### src/rtl/t1_oof_pkg.sv
package t1_oof_pkg;

  // Run-time window choice for the error history.
  typedef enum logic [1:0] {
    WIN_SHORT = 2'd0,
    WIN_MID   = 2'd1,
    WIN_LONG  = 2'd2
  } win_e;

  // Sources that may ask for a new frame hunt in one cycle.
  typedef struct packed {
    logic boot;   // first cycle after reset
    logic host;   // host command edge
    logic frame;  // automatic, framing loss
    logic loss;   // automatic, carrier-loss onset
  } trig_t;

  // The long-window select has priority over the mid-window select.
  function automatic win_e decode_win(input logic sel_long, input logic sel_mid);
    if (sel_long)     return WIN_LONG;
    else if (sel_mid) return WIN_MID;
    else              return WIN_SHORT;
  endfunction

  function automatic int win_len(input win_e w, input int short_len,
                                 input int mid_len, input int long_len);
    case (w)
      WIN_LONG: return long_len;
      WIN_MID:  return mid_len;
      default:  return short_len;
    endcase
  endfunction

endpackage

### src/rtl/oof_rise_det.sv
module oof_rise_det #(
  parameter logic RST_VAL = 1'b1
) (
  input  logic clk,
  input  logic rst,
  input  logic lvl,
  output logic rise
);

  logic lvl_q;

  always_ff @(posedge clk) begin
    if (rst) lvl_q <= RST_VAL;
    else     lvl_q <= lvl;
  end

  assign rise = lvl & ~lvl_q;

  // a held level yields one event only
  p_single_edge_r8: assert property (@(posedge clk) disable iff (rst)
    rise |=> !rise);

endmodule

### src/rtl/oof_err_window.sv
module oof_err_window
  import t1_oof_pkg::*;
#(
  parameter int SHORT_LEN = 4,
  parameter int MID_LEN   = 5,
  parameter int LONG_LEN  = 6,
  parameter int ERR_LIMIT = 2,
  localparam int HIST_W   = LONG_LEN,
  localparam int CNT_W    = $clog2(HIST_W + 1)
) (
  input  logic clk,
  input  logic rst,
  input  logic stb,
  input  logic err,
  input  logic arm,    // in frame: record strobes
  input  logic clr,    // a hunt starts: forget history
  input  win_e win,
  output logic hit     // loss-of-frame detection this cycle
);

  logic [HIST_W-1:0] hist;
  logic [HIST_W-1:0] hist_next;
  logic [HIST_W-1:0] mask;
  logic [CNT_W-1:0]  cnt;
  int                len;

  assign len       = win_len(win, SHORT_LEN, MID_LEN, LONG_LEN);
  assign hist_next = {hist[HIST_W-2:0], err};

  // Position 0 holds the newest bit; keep positions inside the window.
  for (genvar i = 0; i < HIST_W; i++) begin : g_mask
    assign mask[i] = (i < len);
  end

  always_comb begin
    cnt = '0;
    for (int k = 0; k < HIST_W; k++) begin
      cnt = cnt + CNT_W'(hist_next[k] & mask[k]);
    end
  end

  assign hit = stb & arm & (cnt >= CNT_W'(ERR_LIMIT));

  always_ff @(posedge clk) begin
    if (rst || clr)      hist <= '0;
    else if (stb && arm) hist <= hist_next;
  end

  // a hunt wipes the history
  p_clear_hist_r9: assert property (@(posedge clk) disable iff (rst)
    clr |=> (hist == '0));

  // nothing is recorded while out of frame
  p_frozen_hist_r9: assert property (@(posedge clk) disable iff (rst)
    (!arm && !clr) |=> $stable(hist));

  // only strobes move the history
  p_idle_hist_r4: assert property (@(posedge clk) disable iff (rst)
    (!stb && !clr) |=> $stable(hist));

endmodule

### src/rtl/oof_search_ctl.sv
module oof_search_ctl
  import t1_oof_pkg::*;
(
  input  logic clk,
  input  logic rst,
  input  logic frame_hit,
  input  logic loss_rise,
  input  logic host_rise,
  input  logic found,
  input  logic loss_ignore,
  input  logic auto_off,
  output logic start_now,
  output logic frame_lost,
  output logic search_start
);

  logic  boot_q;
  trig_t trig;

  always_comb begin
    trig.boot  = boot_q;
    trig.host  = host_rise;
    trig.frame = ~auto_off & frame_hit;
    trig.loss  = ~auto_off & ~loss_ignore & loss_rise;
  end

  // Any source collapses into one request.
  assign start_now = |trig;

  always_ff @(posedge clk) begin
    if (rst) begin
      boot_q       <= 1'b1;
      frame_lost   <= 1'b1;
      search_start <= 1'b0;
    end else begin
      boot_q       <= 1'b0;
      search_start <= start_now;
      if (start_now || frame_hit) frame_lost <= 1'b1;
      else if (found)             frame_lost <= 1'b0;
    end
  end

  // a request always coincides with out-of-frame status
  p_start_marks_lost_r9: assert property (@(posedge clk) disable iff (rst)
    search_start |-> frame_lost);

  // automatic sources are silent when turned off
  p_auto_quiet_r7: assert property (@(posedge clk) disable iff (rst)
    (auto_off && !host_rise && !boot_q) |=> !search_start);

  // alignment report restores in-frame status
  p_found_restores_r9: assert property (@(posedge clk) disable iff (rst)
    (frame_lost && found && !start_now) |=> !frame_lost);

  // framing loss with automatic mode raises a request
  p_frame_trig_r5: assert property (@(posedge clk) disable iff (rst)
    (frame_hit && !auto_off) |=> (search_start && frame_lost));

endmodule

### src/rtl/t1_oof_resync.sv
module t1_oof_resync
  import t1_oof_pkg::*;
#(
  parameter int SHORT_LEN = 4,
  parameter int MID_LEN   = 5,
  parameter int LONG_LEN  = 6,
  parameter int ERR_LIMIT = 2
) (
  input  logic clk,
  input  logic rst,
  input  logic fbit_stb,
  input  logic fbit_exp,
  input  logic fbit_rx,
  input  logic carrier_loss,
  input  logic win_five,
  input  logic win_six,
  input  logic loss_ignore,
  input  logic auto_off,
  input  logic host_search,
  input  logic search_done,
  output logic frame_lost,
  output logic search_start
);

  localparam int N_EDGE = 2;

  logic [N_EDGE-1:0] lvl_vec;
  logic [N_EDGE-1:0] rise_vec;
  logic              frame_hit;
  logic              start_now;
  win_e              win;

  assign lvl_vec = {host_search, carrier_loss};
  assign win     = decode_win(win_six, win_five);

  // One edge detector per level-style trigger.
  for (genvar e = 0; e < N_EDGE; e++) begin : g_edge
    oof_rise_det #(.RST_VAL(1'b1)) u_rise (
      .clk  (clk),
      .rst  (rst),
      .lvl  (lvl_vec[e]),
      .rise (rise_vec[e])
    );
  end

  oof_err_window #(
    .SHORT_LEN (SHORT_LEN),
    .MID_LEN   (MID_LEN),
    .LONG_LEN  (LONG_LEN),
    .ERR_LIMIT (ERR_LIMIT)
  ) u_window (
    .clk (clk),
    .rst (rst),
    .stb (fbit_stb),
    .err (fbit_rx ^ fbit_exp),
    .arm (~frame_lost),
    .clr (start_now),
    .win (win),
    .hit (frame_hit)
  );

  oof_search_ctl u_ctl (
    .clk          (clk),
    .rst          (rst),
    .frame_hit    (frame_hit),
    .loss_rise    (rise_vec[0]),
    .host_rise    (rise_vec[1]),
    .found        (search_done),
    .loss_ignore  (loss_ignore),
    .auto_off     (auto_off),
    .start_now    (start_now),
    .frame_lost   (frame_lost),
    .search_start (search_start)
  );

  // reset holds out-of-frame with no request
  p_reset_state_r11: assert property (@(posedge clk)
    $past(rst) |-> (frame_lost && !search_start));

  // a host edge is served even with automatic mode off
  p_host_edge_r8: assert property (@(posedge clk) disable iff (rst)
    (host_search && !$past(host_search) && !$past(rst)) |=> search_start);

endmodule

### config.mk
export PLATFORM = sky130hd
export DESIGN_NAME = t1_oof_resync
export DESIGN_NICKNAME = d
export VERILOG_FILES = /design/src/rtl/t1_oof_pkg.sv /design/src/rtl/oof_rise_det.sv /design/src/rtl/oof_err_window.sv /design/src/rtl/oof_search_ctl.sv /design/src/rtl/t1_oof_resync.sv
export SDC_FILE = /design/constraint.sdc
export NUM_CORES = 1
export LEC_CHECK = 0
export BUFFER_PORTS_ARGS = -buffer_cell sky130_fd_sc_hd__buf_2
export CORE_AREA = 3 3 40 42
export CTS_CLUSTER_DIAMETER = 30
export DETAILED_ROUTE_END_ITERATION = 7
export DIE_AREA = 0 0 43 45
export PLACE_DENSITY = 0.68
export SLEW_MARGIN = 20
export SYNTH_ARGS = -nofsm -noshare
export SYNTH_HDL_FRONTEND = slang
export SYNTH_SLANG_ARGS = --single-unit
### constraint.sdc
create_clock -name clk -period 4.6 [get_ports clk]
set_input_delay 0.92 -clock clk [delete_from_list [all_inputs] [get_ports clk]]
set_output_delay 0.92 -clock clk [all_outputs]
set_load 0.01 [all_outputs]
==> results of run 1 <==
-- layout by cell type, fill, tap and decap left out, drive strengths merged --
cell / n
a221o: 1
a22oi: 1
and2b: 1
and3b: 1
buf: 13
clkbuf: 3
dfxtp: 10
fa: 3
inv: 3
mux2i: 5
nand2: 2
nand2b: 1
nor2: 1
nor2b: 1
nor3: 5
nor4b: 1
o21ai: 1
o21bai: 1
o31ai: 1
or2: 2
or4: 1
xor2: 1
-- through the flow --
stage | std cells | power [mW] | utilization, % | area (um2) | hold WS [ns]
final | 74 | 0.162 | 44.2 | 568 | 0.479
after global routing | 74 | 0.173 | 44.2 | 568 | 0.507
after CTS | 74 | 0.166 | 44.2 | 568 | 0.478
after detailed placement | 71 | 0.108 | 42.5 | 546 | 0.468
after global placement | 71 | 0.108 | 42.5 | 546 | 0.465
after floorplan | 45 | 0.101 | - | 478 | 0.440
-- cells in the mapped netlist (all sizes together) --
cell type,number,area share (%)
dfxtp,10,42
mux2i,5,10
nor3,5,5.2
fa,3,13
inv,3,2.4
nand2,2,1.6
or2,2,2.6
a221o,1,2.1
a22oi,1,1.6
and2b,1,1.6
and3b,1,1.8
buf,1,2.4
clkbuf,1,1.0
nand2b,1,1.3
nor2,1,0.78
nor2b,1,1.3
nor4b,1,1.8
o21ai,1,1.0
o21bai,1,1.6
o31ai,1,1.6
or4,1,1.6
xor2,1,1.8
-- flip-flops by register name (all words and copies together), names as in the netlist --
signal / cells
u_ctl.frame_lost: 1
u_ctl.boot_q: 1
u_window.hist: 5
g_edge.u_rise.lvl_q: 2
u_ctl.search_start: 1
-- final timing paths --
path | slack (ns) | start | cells after the start | end
max | 1.44 | fbit_exp | 10 | u_window.hist[0]
min | 0.48 | u_ctl.boot_q | 2 | u_ctl.search_start
min reg2reg | 0.48 | u_ctl.boot_q | 2 | u_ctl.search_start
max reg2reg | 1.99 | u_window.hist[1] | 8 | u_window.hist[0]
-- worst reg2reg max path, cell delays in order, from the launching register on --
cell and delay (ns):
dfxtp_1 0.33, fa_1 0.53, inv_1 0.05, fa_1 0.47, nand2b_1 0.16, fa_1 0.48, nand2_1 0.10, and3b_1 0.23
nor3_1 0.18
-- where the power goes --
group	total (mW)	internal [mW]	switching, mW	leakage, nW
Clock	0.0563	0.0300	0.0263	0.0138
Sequential	0.0901	0.0892	0.000967	0.0820
Combinational	0.0159	0.00848	0.00745	0.133
-- logic make-up (layout without fill, tap and decap cells) --
family,count (synthesis),after routing
buffers and inverters,5,19
XOR/XNOR,1,1
flip-flops,10,10
adder cells (fa/ha/maj),3,3
AND/OR/NAND/NOR,16,16
multiplexers,5,5
AO/OA/AOI/OAI,5,5
-- area by class of cell --
type,instances,area (um2)
multi-input combinational,30,250
timing repair buffer,13,65.1
fill,129,717
tap,15,18.8
sequential,10,200
inverter,3,11.3
clock buffer,3,22.5
-- routing by layer --
metal	part of all wire (%)	vias up
met5	0	-
met2	47	10
met4	1.6	0
li1	-	186
met1	43	160
met3	8.6	4
==> run metrics, run 1 <==
status=finished, final reports clean; synthesized area=478 um2; DR iter-0 viols=9; largest family of logic cells by synthesized area=simple AND/OR/NAND/NOR gates; postcts setup bufs=0; H-tree lvl count=1; grt total ovfl=0; Max-Cap Viols=0; final hold vios=0; GP Congestion=0.711; Bufs and invs on worst path=2; Synth Net Count=60; Slew @ Worst Pin=0.735 ns; Worst Skew=0.00367 ns; Post-CTS Hold Buffers=0; Netlist cell types=22; Max clock buf depth=2; clk sinks=10; # diodes=0; # resized after CTS=0; vias in the first global route=360; pre-CTS setup slack=1.18 ns; CP startpoint kind=input pin; RSZ-0062 raised after global routing=no; Critical-path top delay cell=fa_1; area grow syn2layout=18.8%; Yosys Warn Count=0; DIE HEIGHT=45 um; CTS tree=done; Leak=0.229 nW; min cycle time layout=3.16 ns; CP Class=in -> reg; Initial Utilization=37.2%; met3 GRT Util=7.17%; CP dominant cell by count=fa_1; Die X=43 um; Simple-Gate Fraction of Synth Area=19.6%; worst stage delay on the critical path=0.48 ns; Nets=76; Std-Cell Rows=13; port buffer count=13; initial antenna violation count=0; cts bufs inserted=3; layout cells sized above 1=30.5%; Worst Path Arrival=3.34 ns; WP data required=4.78 ns; DRC Markers=0; Crit. End Element=register; count of final setup violators=0; antenna-violating nets left=0; routed wire length per instance=10.6 um; drt first pass iters=3; DP Wirelength=648 um; Syn Area/Cell=10.6 um2; crit share post-route=68.7%; vias after detailed routing=360; fmax=316 MHz; post-synthesis mux area share=10.5%; crit-path cells=buf_2 > xor2_1 > fa_1 > inv_1 > fa_1 > nand2b_1 > fa_1 > nand2_1 > and3b_1 > nor3_1; Ports=14; GRT Util Overall=10.3%; Pins Over Slew Limit=0; Synth Area in Compound Gates=7.85%; post-synthesis cell count=45; pwr/cell area=286 nW/um2; setup_tns=0 ns; #FFs+latches synth=10; first-pass GRT wire length=1.39 mm; Core Region=1280 um2; DR vias/cell=4.86; most used routing layer in global routing=met2; overall routed net length=788 um; sequential share of the synthesized area=41.9%; M2 GR Usage=16.5%; Worst Hold Class=reg -> reg; largest net degree at the start of global routing=9; crit path max fanout=5; die area=1940 um2; peak supply drop=0.000152 V; Root Buffer=clkbuf_4; xor/xnor share of the synthesized area=1.83%; CP top delay family=adder cells; Synth Area in Adders=12.6%; fin worst setup slack=1.44 ns; Worst-path clk slew=0.06 ns; Worst-Skew Late Latency=0.26 ns; GR Util met1=9.90%; Slew HR=50.9%
Power figures use the tool's default switching activity.
==> run 2, diff against run 1 <==
- ABC_AREA: not set -> 1
- PLACE_DENSITY: 0.68 -> 0.7
- clock period: 4.6 -> 2.94 ns (I/O delays scaled with it)
==> run 2 against run 1 <==
  * Die area is the same
  * Largest power group unchanged
  * Utilization is 6.6 points higher
  * Non-clock buffer count did not move
  * Critical endpoint is now u_window.hist[1]
  * Synthesized cell count is 38% higher
==> run metrics, run 2 <==
post-synthesis cell count=62 (+38%); Bufs and invs on worst path=2 (unchanged); overall routed net length=798 um (+1.3%); Syn Area/Cell=8.05 um2 (-24%); port buffer count=13 (unchanged); Largest regs=u_window.hist: 5 flops, g_edge.u_rise.lvl_q: 2 flops; Crit. End Element=register; Netlist cell types=17 (-23%); cts bufs inserted=3 (unchanged); Synth Flop Type=dfxtp_1; Crit Reg-Reg Startpoint=u_window.hist[1]; Std-Cell Rows=13 (unchanged); DP Wirelength=680 um (+4.9%); Synth top area share=40.1% (-1.8 points); GRT Util Overall=10.5% (+0.24 points); final core occ=50.8% (+6.6 points); largest net degree at the start of global routing=7 (-2); H-tree lvl count=1 (unchanged); status=finished, final reports clean; layout cells sized above 1=43.0% (+13 points); # resized after CTS=0 (unchanged); most common cell after layout, fill and taps aside=buf_2; crit path max fanout=5 (unchanged); fin worst setup slack=0.0843 ns (-1.35 ns); vias after detailed routing=414 (+15%); area grow syn2layout=30.8%; Die X=43 um (unchanged); final hold slack=0.461 ns (-0.0188 ns); Critical path origin=fbit_exp; vias in the first global route=410 (+14%); crit share post-route=97.1%; Post-CTS Hold Buffers=0 (unchanged); Slew @ Worst Pin=0.205 ns (-0.531 ns); total power=0.292 mW (+80%); Root Buffer=clkbuf_4; Leak=0.287 nW (+25%); worst hold path startpoint=rst; CP top delay family=adder cells; Initial Utilization=38.9% (+1.7 points); Worst-path clk slew=0.06 ns (about the same); DIE HEIGHT=45 um (unchanged); grt total ovfl=0 (unchanged); Critical-path top delay cell=fa_1; routed wire length per instance=8.49 um (-20%); Nets=95 (+25%); Worst Path Arrival=3.06 ns (-0.28 ns); setup_tns=0 ns (unchanged); clk sinks=10 (unchanged); placed inst area=586 um2 (+7.3%); crit-path cells=buf_6 > xor2_2 > fa_1 > inv_2 > fa_1 > or2_4 > fa_1 > nand2_2 > nand3_2 > nand2_2 > nand2_4 > nand3_4 > nor2_1; DR vias/cell=4.40 (-9.5%); Top reg by flops=u_window.hist; # diodes=0 (unchanged); final instance area=653 um2 (+15%); sequential share of the synthesized area=40.1% (-1.8 points); WP data required=3.14 ns (-1.64 ns); Synth Net Count=77 (+28%); Largest register FFs=5 (unchanged); Yosys top cell by area=dfxtp_1; r2r endpoint=u_window.hist[1]; Pins Over Slew Limit=0 (unchanged); R2R Setup Slk=0.30 ns (-1.69 ns); Ports=14 (unchanged); #FFs+latches synth=10 (unchanged); Max clock buf depth=2 (unchanged); Slew HR=86.2% (+35 points); die area=1940 um2 (unchanged); DR iter-0 viols=11 (+2); antenna-violating nets left=0 (unchanged); ranking of synthesized cells by area=dfxtp_1, fa_1, inv_1, nand2_1, nor2_1; most frequent cells after synthesis=inv_1, dfxtp_1, nand2_1; Yosys Warn Count=0 (unchanged); capture point of the worst path=u_window.hist[1]; top-count cell post-synth=inv_1; WP depth=13 (+3); final hold vios=0 (unchanged); Worst Hold Class=in -> reg; CP startpoint kind=input pin; peak supply drop=0.000251 V (+65%); drt first pass iters=4 (+1); postcts setup bufs=0 (unchanged); pwr/cell area=447 nW/um2 (+57%); synthesized area=499 um2 (+4.5%); Worst Skew=0.00307 ns (-0.000605 ns); worst-case reg-to-reg path depth=11 (+3); Max-Cap Viols=0 (unchanged); initial antenna violation count=0 (unchanged); fmax=350 MHz; EDFF count, synth=0 (unchanged); Worst-Skew Late Latency=0.26 ns (about the same); Core Region=1280 um2 (unchanged); Placed Cells=90 (+27%); count of final setup violators=0 (unchanged); min cycle time layout=2.86 ns; DRC Markers=0 (unchanged); worst stage delay on the critical path=0.50 ns (+0.02 ns); RSZ-0062 raised after global routing=yes; CTS tree=done; pre-CTS setup slack=-0.241 ns (-1.42 ns); GP Congestion=0.657 (-7.7%); Finished Layout Cells=94 (+27%); CP dominant cell by count=fa_1; FFs w/ async S/R, synth=0% (unchanged); first-pass GRT wire length=1.48 mm (+6.5%); CP Class=in -> reg; most frequent cells in the layout=buf_2, inv_1, dfxtp_1
-- run 2: per-layer routing --
layer,share of wire [%],global-route usage (%),vias up
li1,-,-,218
met1,44,11.4,181
met2,47,17.4,13
met3,6.6,2.39,2
met4,2.5,9.04,0
met5,0,0,-
-- run 2: final cells by class --
class,instances,area [um2]
flip-flops and latches,10,200
repair buffers,13,71.3
clock buffers,4,36.3
multi-input cells,39,275
inverters,13,51.3
well taps,15,18.8
fillers,131,632
-- run 2: worst register-to-register path: stages, from the launching register on --
cell	delay, ns
dfxtp_1	0.33
fa_1	0.56
inv_2	0.04
fa_1	0.45
or2_4	0.26
fa_1	0.50
nand2_2	0.06
nand3_2	0.06
nand2_2	0.06
nand2_4	0.07
nand3_4	0.09
nor2_1	0.10
-- run 2: cell families (layout without fill, tap and decap cells) --
family,count (synthesis),in the layout,synth area share (%)
AOI/OAI and AO/OA,7,7,7.77
xor gates and xnor gates,1,1,1.75
adders and majority gates,3,3,12.0
buffers and inverters,13,30,10.3
DFF,10,10,40.1
and+or+nand+nor,28,28,28.1
-- run 2: how the worst min path moves through the flow --
stage | cells past startpoint | to | slack, ns
4_1_cts | 1 | u_ctl.boot_q | 0.46
5_1_grt | 1 | u_ctl.boot_q | 0.46
2_1_floorplan | 2 | u_ctl.frame_lost | 0.46
6_report | 1 | u_ctl.boot_q | 0.46
3_3_place_gp | 2 | u_ctl.frame_lost | 0.48
3_5_place_dp | 2 | u_ctl.frame_lost | 0.50
-- run 2: power by group --
group / switching, mW / total, mW / internal, mW / leakage, nW
registers: 0.00124 / 0.141 / 0.139 / 0.0820
logic: 0.0166 / 0.0308 / 0.0142 / 0.184
clock network: 0.0457 / 0.121 / 0.0751 / 0.0210
total: 0.0635 / 0.292 / 0.229 / 0.287
